File: src/rtl/aux_seq_pkg.sv
package aux_seq_pkg;
  timeunit 1ns; timeprecision 1ps;

  typedef enum logic [2:0] {
    RES_OK      = 3'd0,
    RES_BUSY    = 3'd1,
    RES_IO      = 3'd2,
    RES_TIMEOUT = 3'd3,
    RES_INVALID = 3'd4,
    RES_TOOBIG  = 3'd5
  } res_code_e;

  typedef enum logic [1:0] {KIND_BAD, KIND_WR, KIND_RD} req_kind_e;

  typedef enum logic [2:0] {
    S_IDLE, S_CHECK, S_POLL, S_GAP, S_SEND, S_WAIT, S_BACKOFF, S_DECODE
  } seq_state_e;

  // continuation flag is bit 2 of the request code
  localparam logic [3:0] CONT_STRIP = 4'b1011;
  localparam logic [3:0] CODE_NAT_WR = 4'b1000;
  localparam logic [3:0] CODE_NAT_RD = 4'b1001;
  localparam logic [3:0] CODE_BUS_WR = 4'b0000;
  localparam logic [3:0] CODE_BUS_RD = 4'b0001;
  localparam logic [3:0] CODE_BUS_WS = 4'b0010;
endpackage

File: src/rtl/aux_seq_timer.sv
module aux_seq_timer #(
  parameter int unsigned W = 8
) (
  input  logic         clk_i,
  input  logic         rst_ni,
  input  logic         load_i,
  input  logic [W-1:0] val_i,
  output logic         zero_o
);
  timeunit 1ns; timeprecision 1ps;

  logic [W-1:0] cnt_q;

  always_ff @(posedge clk_i or negedge rst_ni) begin
    if (!rst_ni)            cnt_q <= '0;
    else if (load_i)        cnt_q <= val_i;
    else if (cnt_q != '0)   cnt_q <= cnt_q - W'(1);
  end

  assign zero_o = (cnt_q == '0);
endmodule

File: src/rtl/aux_seq_frame.sv
module aux_seq_frame
  import aux_seq_pkg::*;
#(
  parameter int unsigned MSG_BYTES = 20,
  parameter int unsigned LEN_W     = 5
) (
  input  logic [3:0]               cmd_i,
  input  logic [19:0]              addr_i,
  input  logic [LEN_W-1:0]         len_i,
  input  logic [(MSG_BYTES-4)*8-1:0] pay_i,
  output req_kind_e                kind_o,
  output logic                     too_big_o,
  output logic [LEN_W-1:0]         tx_len_o,
  output logic [MSG_BYTES*8-1:0]   tx_data_o,
  output logic [LEN_W-1:0]         rx_exp_o
);
  timeunit 1ns; timeprecision 1ps;

  localparam int unsigned PAY_BYTES = MSG_BYTES - 4;

  always_comb begin
    unique case (cmd_i & CONT_STRIP)
      CODE_NAT_WR, CODE_BUS_WR, CODE_BUS_WS: kind_o = KIND_WR;
      CODE_NAT_RD, CODE_BUS_RD:              kind_o = KIND_RD;
      default:                               kind_o = KIND_BAD;
    endcase
  end

  always_comb begin
    tx_data_o        = '0;
    tx_data_o[7:0]   = {cmd_i, addr_i[19:16]};
    tx_data_o[15:8]  = addr_i[15:8];
    tx_data_o[23:16] = addr_i[7:0];
    if (len_i != '0) tx_data_o[31:24] = 8'(len_i) - 8'd1;
    if (kind_o == KIND_WR) begin
      for (int k = 0; k < int'(PAY_BYTES); k++)
        if (k < int'(len_i)) tx_data_o[32+8*k +: 8] = pay_i[8*k +: 8];
    end
  end

  always_comb begin
    if (len_i == '0)            tx_len_o = LEN_W'(3);
    else if (kind_o == KIND_WR) tx_len_o = LEN_W'(4) + len_i;
    else                        tx_len_o = LEN_W'(4);
    rx_exp_o  = (kind_o == KIND_WR) ? LEN_W'(2) : len_i + LEN_W'(1);
    too_big_o = (kind_o == KIND_WR) ? (int'(len_i) > int'(PAY_BYTES))
                                    : (int'(len_i) > int'(MSG_BYTES) - 1);
  end
endmodule

File: src/rtl/aux_seq_reply.sv
module aux_seq_reply #(
  parameter int unsigned MSG_BYTES = 20,
  parameter int unsigned LEN_W     = 5
) (
  input  logic                       is_rd_i,
  input  logic [LEN_W-1:0]           len_i,
  input  logic [LEN_W-1:0]           rx_exp_i,
  input  logic [LEN_W-1:0]           rx_len_i,
  input  logic [MSG_BYTES*8-1:0]     rx_data_i,
  output logic                       bad_size_o,
  output logic [3:0]                 reply_o,
  output logic [LEN_W-1:0]           count_o,
  output logic [(MSG_BYTES-1)*8-1:0] pay_o
);
  timeunit 1ns; timeprecision 1ps;

  logic [LEN_W-1:0] eff;
  logic [7:0]       short_cnt;
  logic             unused_lo_nibble;

  assign unused_lo_nibble = ^rx_data_i[3:0];
  assign eff        = (rx_len_i < rx_exp_i) ? rx_len_i : rx_exp_i;
  assign bad_size_o = (rx_len_i == '0) || (int'(rx_len_i) > int'(MSG_BYTES));
  assign reply_o    = rx_data_i[7:4];
  assign short_cnt  = rx_data_i[15:8];

  always_comb begin
    if (is_rd_i)                  count_o = eff - LEN_W'(1);
    else if (eff >= LEN_W'(2))    count_o = (short_cnt < 8'(len_i)) ? LEN_W'(short_cnt) : len_i;
    else                          count_o = len_i;
  end

  always_comb begin
    pay_o = '0;
    for (int k = 0; k < int'(MSG_BYTES) - 1; k++)
      if (is_rd_i && (k < int'(count_o))) pay_o[8*k +: 8] = rx_data_i[8*(k+1) +: 8];
  end
endmodule

File: src/rtl/aux_seq.sv
module aux_seq
  import aux_seq_pkg::*;
#(
  parameter int unsigned MSG_BYTES    = 20,
  parameter int unsigned MAX_ATTEMPTS = 5,
  parameter int unsigned POLL_TRIES   = 3,
  parameter int unsigned POLL_GAP_CYC = 200000,
  parameter int unsigned BACKOFF_CYC  = 80000
) (
  input  logic                               clk_i,
  input  logic                               rst_ni,
  input  logic                               req_valid_i,
  output logic                               req_ready_o,
  input  logic [3:0]                         req_cmd_i,
  input  logic [19:0]                        req_addr_i,
  input  logic [$clog2(MSG_BYTES+1)-1:0]     req_len_i,
  input  logic [(MSG_BYTES-4)*8-1:0]         req_data_i,
  input  logic                               ctl_busy_i,
  output logic                               ctl_start_o,
  output logic [$clog2(MSG_BYTES+1)-1:0]     ctl_tx_len_o,
  output logic [MSG_BYTES*8-1:0]             ctl_tx_data_o,
  input  logic                               ctl_done_i,
  input  logic                               ctl_timeout_i,
  input  logic                               ctl_rx_err_i,
  input  logic [$clog2(MSG_BYTES+1)-1:0]     ctl_rx_len_i,
  input  logic [MSG_BYTES*8-1:0]             ctl_rx_data_i,
  output logic                               res_valid_o,
  output logic [2:0]                         res_code_o,
  output logic [3:0]                         res_reply_o,
  output logic [$clog2(MSG_BYTES+1)-1:0]     res_count_o,
  output logic [(MSG_BYTES-1)*8-1:0]         res_data_o
);
  timeunit 1ns; timeprecision 1ps;

  localparam int unsigned LEN_W   = $clog2(MSG_BYTES + 1);
  localparam int unsigned PAY_W   = (MSG_BYTES - 4) * 8;
  localparam int unsigned RPAY_W  = (MSG_BYTES - 1) * 8;
  localparam int unsigned ATT_W   = $clog2(MAX_ATTEMPTS + 1);
  localparam int unsigned POLL_W  = $clog2(POLL_TRIES + 1);
  localparam int unsigned TMR_MAX = (POLL_GAP_CYC > BACKOFF_CYC) ? POLL_GAP_CYC : BACKOFF_CYC;
  localparam int unsigned TMR_W   = $clog2(TMR_MAX + 1);

  seq_state_e state_q, state_d;
  logic [POLL_W-1:0] poll_q;
  logic [ATT_W-1:0]  att_q;
  logic [3:0]        cmd_q;
  logic [19:0]       addr_q;
  logic [LEN_W-1:0]  len_q, rx_len_q;
  logic [PAY_W-1:0]  pay_q;
  logic [MSG_BYTES*8-1:0] rx_data_q;

  req_kind_e         kind;
  logic              too_big, bad_size, tmr_load, tmr_zero, fin;
  logic [LEN_W-1:0]  rx_exp, dec_count;
  logic [3:0]        dec_reply;
  logic [RPAY_W-1:0] dec_pay;
  logic [TMR_W-1:0]  tmr_val;
  res_code_e         fin_code;

  aux_seq_frame #(.MSG_BYTES(MSG_BYTES), .LEN_W(LEN_W)) u_frame (
    .cmd_i(cmd_q), .addr_i(addr_q), .len_i(len_q), .pay_i(pay_q),
    .kind_o(kind), .too_big_o(too_big), .tx_len_o(ctl_tx_len_o),
    .tx_data_o(ctl_tx_data_o), .rx_exp_o(rx_exp)
  );

  aux_seq_reply #(.MSG_BYTES(MSG_BYTES), .LEN_W(LEN_W)) u_reply (
    .is_rd_i(kind == KIND_RD), .len_i(len_q), .rx_exp_i(rx_exp),
    .rx_len_i(rx_len_q), .rx_data_i(rx_data_q), .bad_size_o(bad_size),
    .reply_o(dec_reply), .count_o(dec_count), .pay_o(dec_pay)
  );

  aux_seq_timer #(.W(TMR_W)) u_timer (
    .clk_i(clk_i), .rst_ni(rst_ni), .load_i(tmr_load), .val_i(tmr_val), .zero_o(tmr_zero)
  );

  always_comb begin
    state_d  = state_q;
    fin      = 1'b0;
    fin_code = RES_OK;
    tmr_load = 1'b0;
    tmr_val  = '0;
    unique case (state_q)
      S_IDLE:  if (req_valid_i) state_d = S_CHECK;
      S_CHECK: begin
        if (kind == KIND_BAD) begin fin = 1'b1; fin_code = RES_INVALID; state_d = S_IDLE; end
        else if (too_big)     begin fin = 1'b1; fin_code = RES_TOOBIG;  state_d = S_IDLE; end
        else state_d = S_POLL;
      end
      S_POLL: begin
        if (!ctl_busy_i) state_d = S_SEND;
        else if (poll_q == POLL_W'(POLL_TRIES - 1)) begin
          fin = 1'b1; fin_code = RES_BUSY; state_d = S_IDLE;
        end else begin
          state_d = S_GAP; tmr_load = 1'b1; tmr_val = TMR_W'(POLL_GAP_CYC);
        end
      end
      S_GAP:  if (tmr_zero) state_d = S_POLL;
      S_SEND: state_d = S_WAIT;
      S_WAIT: begin
        if (ctl_done_i) begin
          if (ctl_timeout_i) begin
            if (att_q < ATT_W'(MAX_ATTEMPTS)) state_d = S_SEND;
            else begin
              fin = 1'b1; state_d = S_IDLE;
              fin_code = ctl_rx_err_i ? RES_IO : RES_TIMEOUT;
            end
          end else if (ctl_rx_err_i) begin
            if (att_q < ATT_W'(MAX_ATTEMPTS)) begin
              state_d = S_BACKOFF; tmr_load = 1'b1; tmr_val = TMR_W'(BACKOFF_CYC);
            end else begin
              fin = 1'b1; fin_code = RES_IO; state_d = S_IDLE;
            end
          end else state_d = S_DECODE;
        end
      end
      S_BACKOFF: if (tmr_zero) state_d = S_SEND;
      S_DECODE: begin
        fin = 1'b1; state_d = S_IDLE;
        fin_code = bad_size ? RES_BUSY : RES_OK;
      end
      default: state_d = S_IDLE;
    endcase
  end

  always_ff @(posedge clk_i or negedge rst_ni) begin
    if (!rst_ni) begin
      state_q <= S_IDLE;
      poll_q <= '0; att_q <= '0;
      cmd_q <= '0; addr_q <= '0; len_q <= '0; pay_q <= '0;
      rx_len_q <= '0; rx_data_q <= '0;
      res_valid_o <= 1'b0; res_code_o <= '0; res_reply_o <= '0;
      res_count_o <= '0; res_data_o <= '0;
    end else begin
      state_q     <= state_d;
      res_valid_o <= fin;
      if (state_q == S_IDLE) begin
        poll_q <= '0;
        att_q  <= '0;
        if (req_valid_i) begin
          cmd_q <= req_cmd_i; addr_q <= req_addr_i; len_q <= req_len_i; pay_q <= req_data_i;
        end
      end
      if (state_q == S_POLL && ctl_busy_i) poll_q <= poll_q + POLL_W'(1);
      if (state_q == S_SEND) att_q <= att_q + ATT_W'(1);
      if (state_q == S_WAIT && ctl_done_i) begin
        rx_len_q  <= ctl_rx_len_i;
        rx_data_q <= ctl_rx_data_i;
      end
      if (fin) begin
        res_code_o <= fin_code;
        if (state_q == S_DECODE && !bad_size) begin
          res_reply_o <= dec_reply;
          res_count_o <= dec_count;
          res_data_o  <= dec_pay;
        end else begin
          res_reply_o <= '0;
          res_count_o <= '0;
          res_data_o  <= '0;
        end
      end
    end
  end

  assign req_ready_o = (state_q == S_IDLE);
  assign ctl_start_o = (state_q == S_SEND);

  // checker state: attempts per request and spacing after a receive error
  logic [ATT_W:0] chk_starts_q;
  logic [31:0]    chk_since_q;
  logic           chk_rxerr_q;

  always_ff @(posedge clk_i or negedge rst_ni) begin
    if (!rst_ni) begin
      chk_starts_q <= '0; chk_since_q <= '0; chk_rxerr_q <= 1'b0;
    end else begin
      if (req_valid_i && req_ready_o) begin
        chk_starts_q <= '0; chk_rxerr_q <= 1'b0;
      end else if (ctl_start_o) chk_starts_q <= chk_starts_q + 1'b1;
      if (state_q == S_WAIT && ctl_done_i) begin
        chk_since_q <= '0;
        chk_rxerr_q <= ctl_rx_err_i && !ctl_timeout_i;
      end else if (chk_since_q != '1) chk_since_q <= chk_since_q + 32'd1;
    end
  end

  a_r7_attempt_cap: assert property (@(posedge clk_i) disable iff (!rst_ni)
    ctl_start_o |-> (chk_starts_q < (ATT_W+1)'(MAX_ATTEMPTS)));
  a_r7_backoff_gap: assert property (@(posedge clk_i) disable iff (!rst_ni)
    (ctl_start_o && chk_rxerr_q) |-> (chk_since_q >= BACKOFF_CYC));
  a_r7_start_pulse: assert property (@(posedge clk_i) disable iff (!rst_ni)
    ctl_start_o |=> !ctl_start_o);
  a_r3_tx_len_range: assert property (@(posedge clk_i) disable iff (!rst_ni)
    ctl_start_o |-> (ctl_tx_len_o >= LEN_W'(3) && int'(ctl_tx_len_o) <= int'(MSG_BYTES)));
  a_r12_res_pulse: assert property (@(posedge clk_i) disable iff (!rst_ni)
    res_valid_o |=> !res_valid_o);
  a_r12_ready_at_result: assert property (@(posedge clk_i) disable iff (!rst_ni)
    res_valid_o |-> req_ready_o);
  a_r12_no_start_idle: assert property (@(posedge clk_i) disable iff (!rst_ni)
    req_ready_o |-> !ctl_start_o);
endmodule

File: config.mk
export PLATFORM = sky130hd
export DESIGN_NAME = aux_seq
export DESIGN_NICKNAME = d
export VERILOG_FILES = /design/src/rtl/aux_seq_pkg.sv /design/src/rtl/aux_seq_timer.sv /design/src/rtl/aux_seq_frame.sv /design/src/rtl/aux_seq_reply.sv /design/src/rtl/aux_seq.sv
export SDC_FILE = /design/constraint.sdc
export NUM_CORES = 1
export LEC_CHECK = 0
export ABC_CLOCK_PERIOD_IN_PS = 5000
export BUFFER_PORTS_ARGS = -buffer_cell sky130_fd_sc_hd__buf_4
export CELL_PAD_IN_SITES_DETAIL_PLACEMENT = 2
export CELL_PAD_IN_SITES_GLOBAL_PLACEMENT = 2
export CORE_MARGIN = 2
export CORE_UTILIZATION = 31
export DETAILED_ROUTE_END_ITERATION = 10
export GPL_TIMING_DRIVEN = 0
export PLACE_DENSITY = 0.86
export SLEW_MARGIN = 20
export SYNTH_ARGS = -nofsm -noshare
export SYNTH_HDL_FRONTEND = slang
export SYNTH_HIERARCHICAL = 1
export SYNTH_SLANG_ARGS = --single-unit
File: constraint.sdc
create_clock -name clk_i -period 5 [get_ports clk_i]
set_clock_uncertainty 0.2 [all_clocks]
set_input_delay 0.25 -clock clk_i [delete_from_list [all_inputs] [get_ports clk_i]]
set_output_delay 0.25 -clock clk_i [all_outputs]
set_load 0.02 [all_outputs]
==> impl_metrics.json, run 1 <==
{
  "tritoncts": "done",
  "worstMarginPinSlew_ps": 1070,
  "arrival_ps": 5280,
  "num_vias": 20420,
  "dieArea_um2": 76400,
  "viasPerCell": 5.19,
  "die_h_um": 276,
  "cts_root_buffer": "clkbuf_16",
  "timing.fmax_mhz": 202,
  "drc": 0,
  "globalRouteMet2Util_pct": 59.5,
  "ir_worst_vdd_mv": 0.448,
  "rsz0062_at_grt": "true",
  "grt_first_pass_wirelength_mm": 178,
  "h-tree-depth": 2,
  "tns_ps": 0,
  "io_pins": 661,
  "start_util_pct": 31.4,
  "cp-end-kind": "register",
  "setup_viol": 0,
  "numPortBuffers": 656,
  "power.leakage_nw": 16.8,
  "drt_iter0_drc": 1076,
  "postLayoutCoreUtil_pct": 48.6,
  "wl_per_cell_um": 31.4,
  "dpl.cell_count": 3435,
  "fin_crit_ps": 4960,
  "r2r_setup_slack_ps": 40,
  "grt_max_degree": 97,
  "nNetsFinal": 3258,
  "ant_nets": 0,
  "clock_latency_ps": 660,
  "synth-warning-count": 6,
  "grt_pass1_vias": 24455,
  "fillers": 7102,
  "slew_viol_final": 0,
  "run_status": "finished, final reports clean",
  "hold_viol_final": 0,
  "die_w_um": 276,
  "core_um2": 73200,
  "syn_area_per_cell_um2": 12.7,
  "maxSlewHeadroom_pct": 28.0,
  "dpl_cell_area_um2": 29300,
  "globalplace.congestion": 0.901,
  "dpl.hpwl_mm": 71.3,
  "synthCells": 1806,
  "cp-start-kind": "register",
  "min_path_type": "in -> reg",
  "seqCellArea_um2": 12700,
  "stdcell_count": 3931,
  "path_clk_slew_ps": 70,
  "final_cell_area_um2": 35600,
  "pwr_density_cell_nw_per_um2": 709,
  "worstSetupPathType": "reg -> reg",
  "required_ps": 5320,
  "numClockSinks": 509,
  "crit_fanout": 8,
  "min_period_over_period_pct": 99.1,
  "rows": 99,
  "grt-ovfl-total": 0,
  "grt_busiest_layer": "met2",
  "multi_input_area_um2": 9690,
  "first_pass_iters": 5,
  "syn_area_um2": 23000,
  "cts_made_buffers": 59,
  "area_growth_pct": 54.9,
  "totalWireLength_mm": 124,
  "grt.total_usage_pct": 31.6,
  "grtUsageMet1_pct": 32.8,
  "drive_gt1_share_pct": 43.5,
  "maxCapViolCount": 0,
  "whs_ps": 102,
  "antenna_found_initial": 21,
  "cts_buffer_depth": 3,
  "met3_usage_pct": 5.99
}
critical path: stages (launching register included):
cell        delay, ps
dfrtp_2           430
buf_8             140
clkinvlp_4        110
ha_4              280
nand2b_4          140
inv_4              40
ha_4              260
nand2_4            50
o21a_4            220
o21a_4            230
buf_8             140
nand2_4            60
o21ai_2            50
ha_2              200
or4_4             590
o2111ai_2         260
o211ai_1          260
a211oi_4          360
buf_6             170
a21oi_4            60
buf_12            170
and2_1            180
a22o_1            210
power breakdown:
group          switching, mW  total, mW  internal (mW)
registers               1.55       7.38           5.83
logic                   7.45       12.9           5.40
clock network           2.09       5.02           2.92
total                   11.1       25.3           14.2
cells in the final DEF, fill, tap and decap left out, types with 10 or more instances in the layout:
master           n
buf_2           10
and2_4          15
and3_1          34
a22o_1         164
and2_1         205
o21ai_0         17
nand2_1         67
a21oi_4         10
inv_1           26
dlygate4sd3_1  326
clkbuf_1        57
buf_6           18
dfrtp_1        505
bufinv_16       11
buf_4          741
nor2_1          57
clkbuf_8        12
o31ai_1         10
a21oi_1         20
ha_1            12
clkbuf_16       59
diode_2         14
mux2_1          32
mux2_2         290
xnor2_1         15
flip-flops by register name (all words and copies together) (netlist names):
signal	flops
rx_data_q	156
res_data_o	152
pay_q	128
addr_q	20
u_timer/cnt_q	18
len_q	5
res_count_o	5
rx_len_q	5
cmd_q	4
res_reply_o	4
att_q	3
res_code_o	3
state_q	3
poll_q	2
res_valid_o	1
path summary, 6_finish.rpt:
path	end	from	cells past startpoint
worst min register to register	pay_q[72]	pay_q[72]	1
worst max register to register	res_data_o[133]	len_q[0]	22
min in group asynchronous	res_data_o[112]	rst_ni	4
worst max-delay path	res_data_o[133]	len_q[0]	22
max in group asynchronous	pay_q[122]	rst_ni	7
worst min-delay path	state_q[0]	req_valid_i	4
metrics by stage:
step,power (mW),worst slack [ps]
after floorplan,13.1,176
after global placement,16.8,-2000
after detailed placement,17.7,-1110
after CTS,23.7,16.6
after global routing,26.1,-90.4
final,25.3,43.4
what timing repair did:
| item | 4_1_cts | 5_1_grt |
|---|---|---|
| hold buffers | 327 | 0 |
| setup buffers | 30 | 19 |
| pin swaps | 14 | 33 |
| gates resized for setup | 55 | 45 |
| endpoints found under the setup margin | 102 | 87 |
| hold endpoints to repair | 433 | 0 |
cell type report:
cell class / instances / share of cell area, %
Sequential cell: 509 / 35.8
Multi-Input combinational cell: 1138 / 27.2
Timing Repair Buffer: 1038 / 24.7
Clock buffer: 78 / 4.68
Tap cell: 959 / 3.37
Buffer: 131 / 2.36
Clock inverter: 31 / 1.39
Inverter: 33 / 0.386
Antenna cell: 14 / 0.0984
per-layer routing:
layer,wire length [µm],share of wire [%]
met1,43400,35
met2,66600,54
met3,6030,4.9
met4,7530,6.1
met5,66,0.053
Power figures use the tool's default switching activity.
==> run 2: changes to the inputs <==
- ABC_CLOCK_PERIOD_IN_PS: 5000 -> 4250
- clock period: 5 -> 4.25 ns (I/O delays scaled with it)
==> impl_metrics.json, run 2 (synthesis results as in run 1) <==
{
  "run_status": "finished with violations",
  "violations": "negative setup slack",
  "max_stage_delay_ps": 480,
  "grt_pass1_vias": 24670,
  "p_int_mw": 17.1,
  "tns_ps": -29570,
  "share_comb_of_total_power_pct": 53.6,
  "tritoncts": "done",
  "timing.rr.start": "len_q[1]",
  "power.leakage_nw": 16.9,
  "arrival_ps": 5070,
  "numPortBuffers": 656,
  "numClockSinks": 509,
  "dpl.hpwl_mm": 71.3,
  "power.total_mw": 30.7,
  "totalWireLength_mm": 127,
  "cts_buffer_depth": 3,
  "worstMarginPinSlew_ps": 1130,
  "final_cell_mix": "buf_4, dfrtp_1, dlygate4sd3_1",
  "antenna_found_initial": 19,
  "hold_viol_final": 0,
  "dpl.cell_count": 3436,
  "cts_root_buffer": "clkbuf_16",
  "area_growth_pct": 57.0,
  "critPathBufInv": 7,
  "path_common_cell": "ha_4",
  "postLayoutCoreUtil_pct": 49.3,
  "globalplace.congestion": 0.859,
  "maxSlewHeadroom_pct": 24.6,
  "crit_fanout": 8,
  "drc": 0,
  "cts_made_buffers": 59,
  "viasPerCell": 5.26,
  "grt_max_degree": 97,
  "setup_viol": 87,
  "r2r_setup_slack_ps": -520,
  "nNetsFinal": 3277,
  "core_um2": 73200,
  "r2r_end": "res_data_o[10]",
  "hold_path_startpoint": "req_valid_i",
  "drive_gt1_share_pct": 45.8,
  "die_h_um": 276,
  "wl_per_cell_um": 32.1,
  "reg2reg_depth": 23,
  "cp_cell_sequence": "buf_6 -> inv_6 -> ha_4 -> nand2b_4 -> inv_4 -> ha_4 -> nand2_4 -> o21a_4 -> o21a_4 -> buf_6 -> nand2_4 -> o21ai_4 -> ha_4 -> or4_4 -> o2111ai_2 -> o211a_4 -> inv_4 -> a211oi_4 -> buf_4 -> a21oi_4 -> buf_12 -> and2_4 -> a22o_1",
  "rows": 99,
  "p_sw_share_pct": 44.4,
  "rsz0062_at_grt": "true",
  "slew_viol_final": 0,
  "reg_top3": "rx_data_q x156, res_data_o x152, pay_q x128",
  "final_cell_area_um2": 36100,
  "dpl_cell_area_um2": 29400,
  "grt.total_usage_pct": 32.3,
  "grt-ovfl-total": 0,
  "min_period_over_period_pct": 112,
  "largest_register_ffs": 156,
  "drt_iter0_drc": 1006,
  "fin_crit_ps": 4770,
  "switchingPower_mw": 13.6,
  "grt_first_pass_wirelength_mm": 182,
  "stdcell_count": 3955,
  "holdPathStages": 5,
  "io_pins": 661,
  "num_vias": 20809,
  "p_seq_share_pct": 28.2,
  "min_path_type": "in -> reg",
  "worstSetupPathType": "reg -> reg",
  "setup_ws_ps": -521,
  "path_clk_slew_ps": 70,
  "timing.fmax_mhz": 210,
  "first_pass_iters": 5,
  "crit_family": "compound AO/OA/AOI/OAI gates",
  "start_util_pct": 31.4,
  "cp-start-kind": "register",
  "clock_latency_ps": 640,
  "ant_nets": 0,
  "h-tree-depth": 2,
  "cp-end-kind": "register",
  "whs_endpoint": "state_q[2]",
  "maxCapViolCount": 0,
  "regMostFlops": "rx_data_q",
  "required_ps": 4550,
  "pwr_density_cell_nw_per_um2": 850,
  "dieArea_um2": 76400,
  "ir_worst_vdd_mv": 0.605,
  "layout_commonest_cell": "buf_4",
  "die_w_um": 276,
  "critPathSlowestCell": "or4_4",
  "clockPowerShare_pct": 18.2
}
run 2: what timing repair did:
action	CTS	global route
endpoints found under the hold margin	507	0
pin swaps	25	57
setup buffers	45	21
resized for setup	87	86
endpoints found under the setup margin	141	111
hold buffers	329	0
gates cloned	1	0
run 2: per-layer routing:
| layer | routed length, µm | vias to the layer above | global-route usage, % | part of all wire [%] |
|---|---|---|---|---|
| met2 | 67700 | 817 | 60.2 | 53 |
| met3 | 5360 | 400 | 5.80 | 4.2 |
| li1 | - | 8618 | - | - |
| met4 | 8640 | 8 | 18.7 | 6.8 |
| met1 | 45300 | 10966 | 34.0 | 36 |
| met5 | 55 | - | 0 | 0.043 |
run 2: stage by stage:
stage | hold WS [ps] | setup WS (ps)
after floorplan | -283 | -240
after global placement | 231 | -3070
after detailed placement | -31.9 | -1290
after CTS | 53.8 | -418
after global routing | 147 | -554
final | 133 | -521
run 2: power groups by stage:
stage	sequential [mW]	combinational, mW	clock [mW]
6_report	8.66	16.4	5.58
5_1_grt	8.79	17.1	5.83
4_1_cts	8.25	14.7	5.52
3_5_place_dp	8.26	12.8	0
3_3_place_gp	7.99	12.1	0
2_1_floorplan	8.08	7.56	0
run 2: worst max-delay path by stage:
stage / start / to / slack, ps / cells after the start
after global routing: len_q[1] / res_data_o[10] / -550 / 23
final: len_q[1] / res_data_o[10] / -520 / 23
after global placement: rst_ni / len_q[0] / -3070 / 1
after CTS: len_q[1] / res_data_o[15] / -420 / 21
after floorplan: cmd_q[1] / res_data_o[32] / -240 / 23
after detailed placement: len_q[4] / res_data_o[4] / -1290 / 19
run 2: tightest hold or removal path: stages:
cell and delay, ps:
buf_4 120, nor2_1 110, mux4_2 260, o21ai_0 90, o21ai_0 100
run 2: final cells by class:
type                            instances  area [µm²]
Clock inverter                         22         283
Multi-Input combinational cell       1138       10000
Tap cell                              959        1200
Antenna cell                           19        47.5
Clock buffer                           87        1750
Sequential cell                       509       12700
Fill cell                            7050       37100
Inverter                               33         153
Timing Repair Buffer                 1058        9030
Buffer                                130         833
